$ cat config.mk
export PLATFORM = sky130hd
export DESIGN_NAME = refclk_supervisor
export DESIGN_NICKNAME = d
export VERILOG_FILES = /design/src/rtl/refclk_pkg.sv /design/src/rtl/refclk_period_meter.sv /design/src/rtl/refclk_regctrl.sv /design/src/rtl/refclk_datapath.sv /design/src/rtl/refclk_supervisor.sv
export SDC_FILE = /design/constraint.sdc
export NUM_CORES = 1
export LEC_CHECK = 0
export BUFFER_PORTS_ARGS = -buffer_cell sky130_fd_sc_hd__buf_2
export CORE_ASPECT_RATIO = 0.8
export CORE_MARGIN = 2
export CORE_UTILIZATION = 35
export CTS_CLUSTER_SIZE = 8
export DETAILED_ROUTE_END_ITERATION = 8
export PLACE_DENSITY = 0.58
export SYNTH_ARGS = -nofsm -noshare
export SYNTH_HDL_FRONTEND = slang
export SYNTH_SLANG_ARGS = --single-unit
export TNS_END_PERCENT = 5
$ cat constraint.sdc
create_clock -name clk -period 4.1 [get_ports clk]
set_input_delay 1.025 -clock clk [delete_from_list [all_inputs] [get_ports clk]]
set_output_delay 1.025 -clock clk [all_outputs]
set_load 0.05 [all_outputs]
$ cat src/rtl/refclk_pkg.sv
package refclk_pkg;
  localparam int NUM_CH = 2;

  localparam logic [7:0] ADDR_A_LO   = 8'h60;
  localparam logic [7:0] ADDR_A_HI   = 8'h61;
  localparam logic [7:0] ADDR_B_LO   = 8'h62;
  localparam logic [7:0] ADDR_B_HI   = 8'h63;
  localparam logic [7:0] ADDR_STATUS = 8'h66;
  localparam logic [7:0] ADDR_LATCH  = 8'h67;

  typedef struct packed {
    logic              latch;
    logic              selStatus;
    logic [NUM_CH-1:0] selLo;
    logic [NUM_CH-1:0] selHi;
  } ctrlStrb_t;
endpackage

$ cat src/rtl/refclk_period_meter.sv
module refclk_period_meter #(
  parameter int CNT_W       = 16,
  parameter int SYNC_STAGES = 2,
  parameter int MIN_PERIOD  = 4,
  parameter int MAX_PERIOD  = 65534
) (
  input  logic             clk,
  input  logic             rstN,
  input  logic             refIn,
  output logic [CNT_W-1:0] measOut,
  output logic             togOut
);
  localparam logic [CNT_W-1:0] CNT_SAT = '1;
  localparam logic [CNT_W-1:0] MIN_C   = CNT_W'(MIN_PERIOD);
  localparam logic [CNT_W-1:0] MAX_C   = CNT_W'(MAX_PERIOD);

  logic [SYNC_STAGES:0] syncQ;
  logic                 rise;
  logic [CNT_W-1:0]     cnt;

  always_ff @(posedge clk or negedge rstN) begin
    if (!rstN) syncQ <= '0;
    else       syncQ <= {syncQ[SYNC_STAGES-1:0], refIn};
  end

  assign rise = syncQ[SYNC_STAGES-1] & ~syncQ[SYNC_STAGES];

  always_ff @(posedge clk or negedge rstN) begin
    if (!rstN) begin
      cnt     <= CNT_SAT;
      measOut <= CNT_SAT;
      togOut  <= 1'b0;
    end else if (rise) begin
      measOut <= cnt;
      togOut  <= (cnt >= MIN_C) && (cnt <= MAX_C);
      cnt     <= CNT_W'(1);
    end else if (cnt == CNT_SAT) begin
      measOut <= CNT_SAT;
      togOut  <= 1'b0;
    end else begin
      cnt <= cnt + CNT_W'(1);
    end
  end

  AST_SAT_ALLONES: assert property (@(posedge clk) disable iff (!rstN)
    (cnt == CNT_SAT && !rise) |=> (measOut == CNT_SAT && !togOut));
  AST_SAT_STAYS: assert property (@(posedge clk) disable iff (!rstN)
    (cnt == CNT_SAT && !rise) |=> (cnt == CNT_SAT));
  AST_TOG_IN_WINDOW: assert property (@(posedge clk) disable iff (!rstN)
    togOut |-> (measOut >= MIN_C && measOut <= MAX_C));
  AST_EDGE_RESTART: assert property (@(posedge clk) disable iff (!rstN)
    rise |=> (cnt == CNT_W'(1) && measOut == $past(cnt)));
endmodule

$ cat src/rtl/refclk_regctrl.sv
module refclk_regctrl
  import refclk_pkg::*;
(
  input  logic      clk,
  input  logic      rstN,
  input  logic [7:0] regAddr,
  input  logic      regWr,
  input  logic [7:0] regWrData,
  output ctrlStrb_t strb
);
  always_comb begin
    strb           = '0;
    strb.latch     = regWr && (regAddr == ADDR_LATCH);
    strb.selStatus = (regAddr == ADDR_STATUS);
    strb.selLo[0]  = (regAddr == ADDR_A_LO);
    strb.selHi[0]  = (regAddr == ADDR_A_HI);
    strb.selLo[1]  = (regAddr == ADDR_B_LO);
    strb.selHi[1]  = (regAddr == ADDR_B_HI);
  end

  AST_SEL_ONEHOT: assert property (@(posedge clk) disable iff (!rstN)
    $onehot0({strb.selStatus, strb.selLo, strb.selHi}));
  AST_LATCH_ANY_DATA: assert property (@(posedge clk) disable iff (!rstN)
    (regWr && regAddr == ADDR_LATCH && regWrData != 8'h00) |-> strb.latch);
endmodule

$ cat src/rtl/refclk_datapath.sv
module refclk_datapath
  import refclk_pkg::*;
#(
  parameter int CNT_W       = 16,
  parameter int SYNC_STAGES = 2,
  parameter int MIN_PERIOD  = 4,
  parameter int MAX_PERIOD  = 65534
) (
  input  logic              clk,
  input  logic              rstN,
  input  logic [NUM_CH-1:0] refIn,
  input  ctrlStrb_t         strb,
  output logic [7:0]        rdData
);
  logic [NUM_CH-1:0][CNT_W-1:0] meas;
  logic [NUM_CH-1:0][CNT_W-1:0] snap;
  logic [NUM_CH-1:0]            tog;

  for (genvar ch = 0; ch < NUM_CH; ch++) begin : g_ch
    refclk_period_meter #(
      .CNT_W(CNT_W), .SYNC_STAGES(SYNC_STAGES),
      .MIN_PERIOD(MIN_PERIOD), .MAX_PERIOD(MAX_PERIOD)
    ) uMeter (
      .clk(clk), .rstN(rstN), .refIn(refIn[ch]),
      .measOut(meas[ch]), .togOut(tog[ch])
    );

    always_ff @(posedge clk or negedge rstN) begin
      if (!rstN)           snap[ch] <= '1;
      else if (strb.latch) snap[ch] <= meas[ch];
    end

    AST_SNAP_HOLD: assert property (@(posedge clk) disable iff (!rstN)
      !strb.latch |=> $stable(snap[ch]));
    AST_SNAP_CAPTURE: assert property (@(posedge clk) disable iff (!rstN)
      strb.latch |=> (snap[ch] == $past(meas[ch])));
  end

  always_comb begin
    logic [15:0] wide;
    rdData = '0;
    for (int ch = 0; ch < NUM_CH; ch++) begin
      wide = 16'(snap[ch]);
      if (strb.selLo[ch]) rdData = rdData | wide[7:0];
      if (strb.selHi[ch]) rdData = rdData | wide[15:8];
    end
    if (strb.selStatus) rdData = rdData | 8'(tog);
  end

  AST_STATUS_RESERVED: assert property (@(posedge clk) disable iff (!rstN)
    strb.selStatus |-> (rdData[7:NUM_CH] == '0));
endmodule

$ cat src/rtl/refclk_supervisor.sv
module refclk_supervisor
  import refclk_pkg::*;
#(
  parameter int CNT_W       = 16,
  parameter int SYNC_STAGES = 2,
  parameter int MIN_PERIOD  = 4,
  parameter int MAX_PERIOD  = 65534
) (
  input  logic       clk,
  input  logic       rstN,
  input  logic [7:0] regAddr,
  input  logic       regWr,
  input  logic [7:0] regWrData,
  output logic [7:0] regRdData,
  input  logic       refClkA,
  input  logic       refClkB
);
  ctrlStrb_t strb;

  refclk_regctrl uCtrl (
    .clk(clk), .rstN(rstN), .regAddr(regAddr), .regWr(regWr),
    .regWrData(regWrData), .strb(strb)
  );

  refclk_datapath #(
    .CNT_W(CNT_W), .SYNC_STAGES(SYNC_STAGES),
    .MIN_PERIOD(MIN_PERIOD), .MAX_PERIOD(MAX_PERIOD)
  ) uData (
    .clk(clk), .rstN(rstN), .refIn({refClkB, refClkA}),
    .strb(strb), .rdData(regRdData)
  );
endmodule

# [Yosys cells after proc, flatten, opt, wreduce, memory -nomap -nowiden]
# Cells that the tools add are included.
[totals] reg_bits=104 in_bits=21 ramBits=0 romBits=0 output_inout_bits=8 latchBits=0 n_memories=0
[op_classes] n_mul=0 bitwise=8 n_reduce_logical=5 eq_ne=10 mux=17 order_cmp=4 shifts=0 n_div=0 add_sub_neg=2
[op_table] operator="16-bit 2-to-1 mux" n=8
[op_table] operator="8-bit by 7-bit == test with 1-bit output (second input constant)" n=6
[op_table] operator="8-bit 2-to-1 mux" n=5
[op_table] operator="16-bit by 1-bit adder with 16-bit output (second input constant)" n=2
[op_table] operator="16-bit == test (second input constant)" n=2
[op_table] operator="16-bit by 3-bit greater-or-equal comparator with 1-bit output (second input constant)" n=2
[op_table] operator="16-bit <= comparator (second input constant)" n=2
[op_table] operator="8-bit OR" n=3
[op_table] operator="8-bit by 2-bit OR with 8-bit output" n=1
[op_table] operator="1-bit 2-to-1 mux" n=4
[op_table] operator="2-bit != test (second input constant)" n=2
[op_table] operator="2-bit nonzero test" n=2
[op_table] operator="1-bit logical AND" n=3
[op_table] operator="1-bit AND" n=2
[op_table] operator="1-bit NOT" n=2

# [Depth between registers and ports, before layout]
# Gate-level depths: netlist of the first run.
[depth] ltp_word=10 ltp_mapped=7

# [Modules after synthesis]
# From an unflattened synthesis of the first run, not the netlist that was laid out.
[unflattened] hier_cells=459 area_unflattened_um2=5165.0
[by_module_without_submodules] module="refclk_period_meter" cells_each=175 area_per_inst_um2=1749.2 seq_area_each_um2=940.9 instances=2
[by_module_without_submodules] module="refclk_datapath" cells_each=96 area_per_inst_um2=1559.0 seq_area_each_um2=840.8 instances=1
[by_module_without_submodules] module="refclk_regctrl" cells_each=13 area_per_inst_um2=107.6 seq_area_each_um2=0.0 instances=1

# [Worst setup path after synthesis of the first run]
# OpenSTA, ideal clock, no wires.
[synth_timing] kind="in2out" startpoint="input port regAddr[3]" endpoint="output port regRdData[2]" path_buffers=0 path_slack_ns=0.617 t_arrival_ns=2.458 required_time_ns=3.075 stages=4 cell_sequence="nor4b_1 -> nand2_1 -> or2_2 -> nor2b_1"
[synth_between] elab_chain_cells=10 elab_cells_between_ends=14
[synth_rtl] element="from (decl)" line_no="refclk_supervisor.sv:11" rtl="input logic [7:0] regAddr,"
[synth_rtl] element="8-bit by 7-bit == test with 1-bit output" line_no="refclk_regctrl.sv:15" rtl="strb.selLo[0] = (regAddr == ADDR_A_LO);"
[synth_rtl] element="8-bit 2-to-1 mux" line_no="refclk_datapath.sv:44" rtl="if (strb.selLo[ch]) rdData = rdData | wide[7:0];"
[synth_rtl] element="8-bit OR" line_no="refclk_datapath.sv:45" rtl="if (strb.selHi[ch]) rdData = rdData | wide[15:8];"
[synth_rtl] element="8-bit 2-to-1 mux" line_no="refclk_datapath.sv:45"
[synth_rtl] element="8-bit OR" line_no="refclk_datapath.sv:44"
[synth_rtl] element="8-bit 2-to-1 mux" line_no="refclk_datapath.sv:44"
[synth_rtl] element="8-bit OR" line_no="refclk_datapath.sv:45"
[synth_rtl] element="8-bit 2-to-1 mux" line_no="refclk_datapath.sv:45"
[synth_rtl] element="8-bit by 2-bit OR with 8-bit output" line_no="refclk_datapath.sv:47" rtl="if (strb.selStatus) rdData = rdData | 8'(tog);"
[synth_rtl] element="8-bit 2-to-1 mux (*)" line_no="refclk_datapath.sv:47"
[synth_rtl] element="to (decl)" line_no="refclk_supervisor.sv:14" rtl="output logic [7:0] regRdData,"
# Mark *: on every way between the ends. The rest lies on a longest branch, timed or not.

# [Final worst setup path of the first run]
[layout_timing] startpoint="input port regAddr[3]" endpoint="output port regRdData[7]"
# Same word-level chain as after synthesis.

==> results of run 1 <==
## critical path, delay by kind of cell
family / cells / cell delay [ns]
buffers and inverters: 2 / 0.39
AND/OR/NAND/NOR: 4 / 1.04
## power breakdown
group          switching [mW]  internal (mW)  total [mW]
clock network           0.374          0.492       0.866
registers               0.106           1.19        1.29
logic                   0.135          0.104       0.240
total                   0.615           1.78        2.40
## cell usage after synthesis, drive strengths merged (2+ instances only)
library cell	number	area share, %
dfstp	96	50
nand2	48	3.6
nor2	43	3.2
o21ai	34	3.4
mux2	32	7.2
a21oi	25	2.5
clkbuf	18	1.3
buf	15	1.6
nand4	15	1.9
nand3	14	1.7
nor4	11	1.8
nor2b	10	1.2
a31oi	9	1.1
dfrtp	8	4.0
inv	8	0.60
mux4	8	3.6
nor3	8	0.80
and4	7	1.2
nand2b	7	0.87
a22oi	6	0.90
and3	6	0.77
or4	6	0.90
or3	5	0.65
a31o	4	0.70
ha	4	1.0
mux2i	3	0.60
a211oi	2	0.30
o211ai	2	0.30
o31ai	2	0.30
or2	2	0.25
xnor2	2	0.35
## cell families (layout without fill, tap and decap cells)
family,Yosys count,in the layout,synth area share [%]
XOR/XNOR,2,2,0.349
multiplexers,43,43,11.4
AO/OA/AOI/OAI,88,88,10.3
AND/OR/NAND/NOR,183,183,19.2
buffers and inverters,41,50,3.59
adder cells (fa/ha/maj),4,4,0.997
flip-flops,104,104,54.3
## routing by layer
metal	GRT usage, %	up-vias
met3	3.06	8
met4	4.69	0
li1	-	1684
met2	19.7	82
met5	0	-
met1	23.0	1798
## final timing paths
check	startpoint	end	slack, ns	cells past startpoint
max	regAddr[3]	regRdData[7]	0.60	6
min	uData.g_ch[0].uMeter.syncQ[0]$_DFF_PN0_	uData.g_ch[0].uMeter.syncQ[1]$_DFF_PN0_	0.35	0
max reg2reg	uData.g_ch[0].uMeter.cnt[1]$_DFFE_PN1P_	uData.g_ch[0].uMeter.measOut[3]$_DFFE_PN1P_	1.62	6
min reg2reg	uData.g_ch[0].uMeter.syncQ[0]$_DFF_PN0_	uData.g_ch[0].uMeter.syncQ[1]$_DFF_PN0_	0.35	0
max in group asynchronous	rstN	uData.g_ch[1].uMeter.measOut[13]$_DFFE_PN1P_	2.51	2
min in group asynchronous	rstN	uData.g_ch[0].uMeter.syncQ[0]$_DFF_PN0_	0.74	1
## flip-flops by register name, indices dropped and copies added (netlist names)
register	count
uData.snap	32
uData.g_ch.uMeter.togOut	2
uData.g_ch.uMeter.syncQ	6
uData.g_ch.uMeter.cnt	32
uData.g_ch.uMeter.measOut	32
## cell usage in the layout (no fill, tap or decap), types with 2 or more instances in the layout
cell | netlist | routed
mux4_2 | 8 | 8
and3_1 | 5 | 5
nor3_1 | 8 | 8
a22oi_1 | 6 | 6
buf_4 | 1 | 7
xnor2_1 | 2 | 2
nand2_1 | 47 | 47
mux2_2 | 32 | 32
o31ai_1 | 2 | 2
clkbuf_16 | 0 | 9
or4_1 | 6 | 6
and4_1 | 6 | 6
o21ai_0 | 34 | 34
a21oi_1 | 25 | 25
clkbuf_1 | 18 | 2
o211ai_1 | 2 | 2
nor4_1 | 9 | 8
buf_2 | 12 | 19
nand2b_1 | 7 | 7
ha_1 | 4 | 4
clkinvlp_4 | 0 | 2
nand4_1 | 15 | 15
inv_1 | 8 | 8
nor2b_1 | 10 | 9
nor2_1 | 43 | 42
a31o_2 | 4 | 4
mux2i_1 | 3 | 3
nor4_2 | 1 | 2
or3_1 | 4 | 4
dfrtp_1 | 8 | 8
a211oi_1 | 2 | 2
a31oi_1 | 9 | 9
nand3_1 | 12 | 12
or2_2 | 2 | 2
dfstp_2 | 96 | 96
## final cells by class
type,count,area share [%]
Clock inverter,4,0.968
Timing Repair Buffer,26,2.66
Tap cell,184,4.14
Multi-Input combinational cell,320,38.3
Clock buffer,12,4.43
Sequential cell,104,49.0
Inverter,8,0.540
## per-stage QoR
step | utilization (%) | setup WS [ns] | cells
floorplan | - | 0.617 | 465
global placement | 37.2 | 0.608 | 642
detailed placement | 37.2 | 0.565 | 642
CTS | 39.3 | 0.562 | 658
global route | 39.3 | 0.443 | 658
finish | 39.3 | 0.603 | 658
==> flow_summary.yaml, run 1 <==
cells_and_area:
  multi_input_area_sq_um: 2130
  syn_to_final_growth_pct: 10.7
  seq_area_sq_um: 2720
  finalInstanceArea_sq_um: 5560
  fill_cells: 1357
  n_antenna_cell: 0
  nets: 494
  drive_above_1_share_pct: 40.9
yosys:
  syn_area_per_cell_sq_um: 10.8
  synth_edf_count: 0
  synth-seq-area-share_pct: 54.3
  ys.flop_type: "dfstp_2"
  ys_types: 47
  synth_cells: 465
  synthesis.area_sq_um: 5020
  ys.warnings.count: 0
  synth_nets: 490
  ys_ff_latch: 104
  postSynth.asyncResetShare_pct: 100
cts:
  cts_sinks: 104
  cts.hold.buffers_added: 0
  cts_buffers: 9
  cts.htree.levels: 3
  max-clock-path-buffers: 2
  clk_pin_slew_ns: 0.06
  cts_tree: "built"
  cts-resized-gates: 0
  cts_setup_buffers: 0
  clockRootBuffer: "clkbuf_16"
  clkLatencyLatePin_ns: 0.35
critical_path:
  critPathMaxStageDelay_ns: 0.40
  critPathRequiredTime_ns: 3.07
  critPathArrivalTime_ns: 2.47
  crit_path_end_kind: "output port"
  crit_fanout: 6
  crit_path_start_kind: "primary input"
  crit_type: "primary input to output port"
  crit_top_cell: "buf_2"
  slowest_stage: "or2_2"
  cp_cell_sequence: "buf_2, nor4b_1, nand2_1, or2_2, nor2b_1, buf_2"
drt:
  met3_wirelength_microns: 465
  viasPerCell: 5.43
  wl_met1_mm: 5.48
  wl_per_cell_microns: 16.1
  vias: 3572
  antenna_left: 0
  finalWirelength_mm: 10.6
  wl_met2_mm: 4.54
  drc: 0
  routed.top_layer: "met4"
  first_pass_iters: 4
  drtIter0Drc: 236
pwr:
  p_leak_nw: 2.13
  ir_drop_mv: 0.205
  p_per_area_nw_per_um2: 432
  power_mw: 2.40
placed_design:
  port-buffer-count: 20
  placed_area_sq_um: 5260
  gp_congestion: 0.891
  hpwl_mm: 7.32
timing:
  max_freq_ghz: 0.286
  tightest_slew_ns: 1.08
  timing.final.crit_share_pct: 85.3
  rsz0062_at_grt: "no"
  whs_ns: 0.349
  maxSlewHeadroom_pct: 27.7
  slew_violations: 0
  setup_tns_ns: 0
  period_minus_slack_ns: 3.50
  clock_skew_ns: 0.00923
  setup_viol: 0
  finalHoldViolCount: 0
global_route:
  globalRouteOverflowTotal: 0
  grt_pass1_wl_mm: 17.7
  grt_pass1_vias: 3456
  groute.usage.overall_pct: 14.6
  grt_start_max_net_pins: 61
  antenna_found_initial: 0
floorplanning:
  io_pins: 29
  die_x_microns: 138
  chipHeight_microns: 111
  fp.dieArea_sq_um: 15300
  start_util_pct: 35.5
  core_sq_um: 14200
  num_rows: 39
outcome:
  outcome: "finished, final reports clean"
hold_path:
  hold_path.class: "flip-flop to flip-flop"
run:
  drv_cap: 0
Note: power is estimated with default switching activity, not from simulation.
==> inputs of run 2 (changes only) <==
PLACE_DENSITY = not set   (was 0.58)
PLACE_DENSITY_LB_ADDON = 0.05   (was not set)
==> flow_summary.yaml, run 2 (same netlist as run 1, synthesis figures left out) <==
critical_path:
  crit_fanout: 6
  crit_path_end_kind: "output port"
  critPathRequiredTime_ns: 3.07
  crit_path_start_kind: "primary input"
  r2r_setup_slack_ns: 2.04
  crit_type: "primary input to output port"
  critPathArrivalTime_ns: 2.45
cts:
  cts_sinks: 104
  cts_buffers: 9
  max-clock-path-buffers: 2
  clockRootBuffer: "clkbuf_16"
  cts-resized-gates: 0
  clk_pin_slew_ns: 0.06
  clkLatencyLatePin_ns: 0.35
  cts.hold.buffers_added: 0
  cts.htree.levels: 3
  cts_setup_buffers: 0
  cts_tree: "built"
run:
  drv_cap: 0
global_route:
  grt_start_max_net_pins: 51
  groute.usage.overall_pct: 15.8
  globalRouteOverflowTotal: 0
  grt_pass1_vias: 3494
  grt_pass1_wl_mm: 18.6
  antenna_found_initial: 0
timing:
  period_minus_slack_ns: 3.48
  maxSlewHeadroom_pct: 35.6
  timing.final.crit_share_pct: 84.8
  finalHoldViolCount: 0
  tightest_slew_ns: 0.965
  setup_tns_ns: 0
  clock_skew_ns: 0.00764
  rsz0062_at_grt: "no"
  setup_viol: 0
  max_freq_ghz: 0.288
  slew_violations: 0
pwr:
  p_leak_nw: 2.16
  combPwrFrac_pct: 9.5
  power_frac_clock_pct: 38.7
  ir_drop_mv: 0.242
  p_per_area_nw_per_um2: 445
  p_seq_share_pct: 51.8
  p_sw_share_pct: 24.7
  p_int_mw: 1.88
  p_sw_uw: 616
cells_and_area:
  final_common_cell: "dfstp_2"
  reg_top3: "uData.g_ch.uMeter.cnt (32), uData.g_ch.uMeter.measOut (32), uData.snap (32)"
  n_antenna_cell: 0
  final_cell_mix: "dfstp_2, nand2_1, nor2_1"
  syn_to_final_growth_pct: 11.7
  nets: 495
  drive_above_1_share_pct: 41.5
  fill_cells: 1394
  final_cells: 659
drt:
  drc: 0
  viasPerCell: 5.36
  first_pass_iters: 4
  antenna_left: 0
  finalWirelength_mm: 11.1
  drtIter0Drc: 172
  wl_per_cell_microns: 16.9
  vias: 3532
outcome:
  outcome: "finished, final reports clean"
floorplanning:
  io_pins: 29
  die_x_microns: 138
  num_rows: 39
  fp.dieArea_sq_um: 15300
  core_sq_um: 14200
  chipHeight_microns: 111
  start_util_pct: 35.5
placed_design:
  gp_congestion: 0.815
  port-buffer-count: 20
  hpwl_mm: 7.57
  dp.cells: 643
hold_path:
  hold_path.class: "flip-flop to flip-flop"
run 2: layer usage:
layer | GRT usage [%] | up-vias | part of all wire, %
met5 | 0 | - | 0
met4 | 3.40 | 0 | 0.85
met3 | 4.71 | 7 | 4.3
met2 | 22.2 | 64 | 43
met1 | 23.8 | 1774 | 52
li1 | - | 1687 | -
run 2: per-stage QoR:
step	setup WS, ns	util [%]	hold WS [ns]	total power, mW	area (sq um)
2_1_floorplan	0.617	-	0.331	1.45	5020
3_3_place_gp	0.592	37.2	0.334	1.54	5270
3_5_place_dp	0.564	37.2	0.336	1.55	5270
4_1_cts	0.567	39.6	0.351	2.54	5610
5_1_grt	0.450	39.6	0.357	2.63	5610
6_report	0.623	39.6	0.350	2.49	5610
run 2: power groups by stage:
stage	sequential, mW	combinational [mW]	clock [mW]
after floorplan	1.25	0.202	0
after global placement	1.31	0.236	0
after detailed placement	1.31	0.239	0
after CTS	1.29	0.242	1.00
after global routing	1.31	0.270	1.05
final	1.29	0.237	0.966
run 2: final timing paths:
check,startpoint,endpoint,cells after the start
max,regAddr[3],regRdData[7],6
min,uData.g_ch[0].uMeter.syncQ[0]$_DFF_PN0_,uData.g_ch[0].uMeter.syncQ[1]$_DFF_PN0_,0
max reg2reg,uData.g_ch[1].uMeter.cnt[11]$_DFFE_PN1P_,uData.g_ch[1].uMeter.togOut$_DFFE_PN0P_,4
min reg2reg,uData.g_ch[0].uMeter.syncQ[0]$_DFF_PN0_,uData.g_ch[0].uMeter.syncQ[1]$_DFF_PN0_,0
max in group asynchronous,rstN,uData.snap[18]$_DFFE_PN1P_,2
min in group asynchronous,rstN,uData.g_ch[0].uMeter.syncQ[0]$_DFF_PN0_,1
run 2: cell type report:
class	count	area, sq um	area share, %
multi-input combinational	320	2130	37.9
tap	184	230	4.11
sequential	104	2720	48.6
clock inverter	4	73.8	1.32
timing repair buffer	27	155	2.77
inverter	8	30.0	0.536
clock buffer	12	267	4.75
run 2: worst max-delay path, stage by stage:
cell and delay, ns:
buf_2 0.10, nor4b_1 0.29, nand2_1 0.16, or2_2 0.39, nor2b_1 0.20, buf_2 0.29
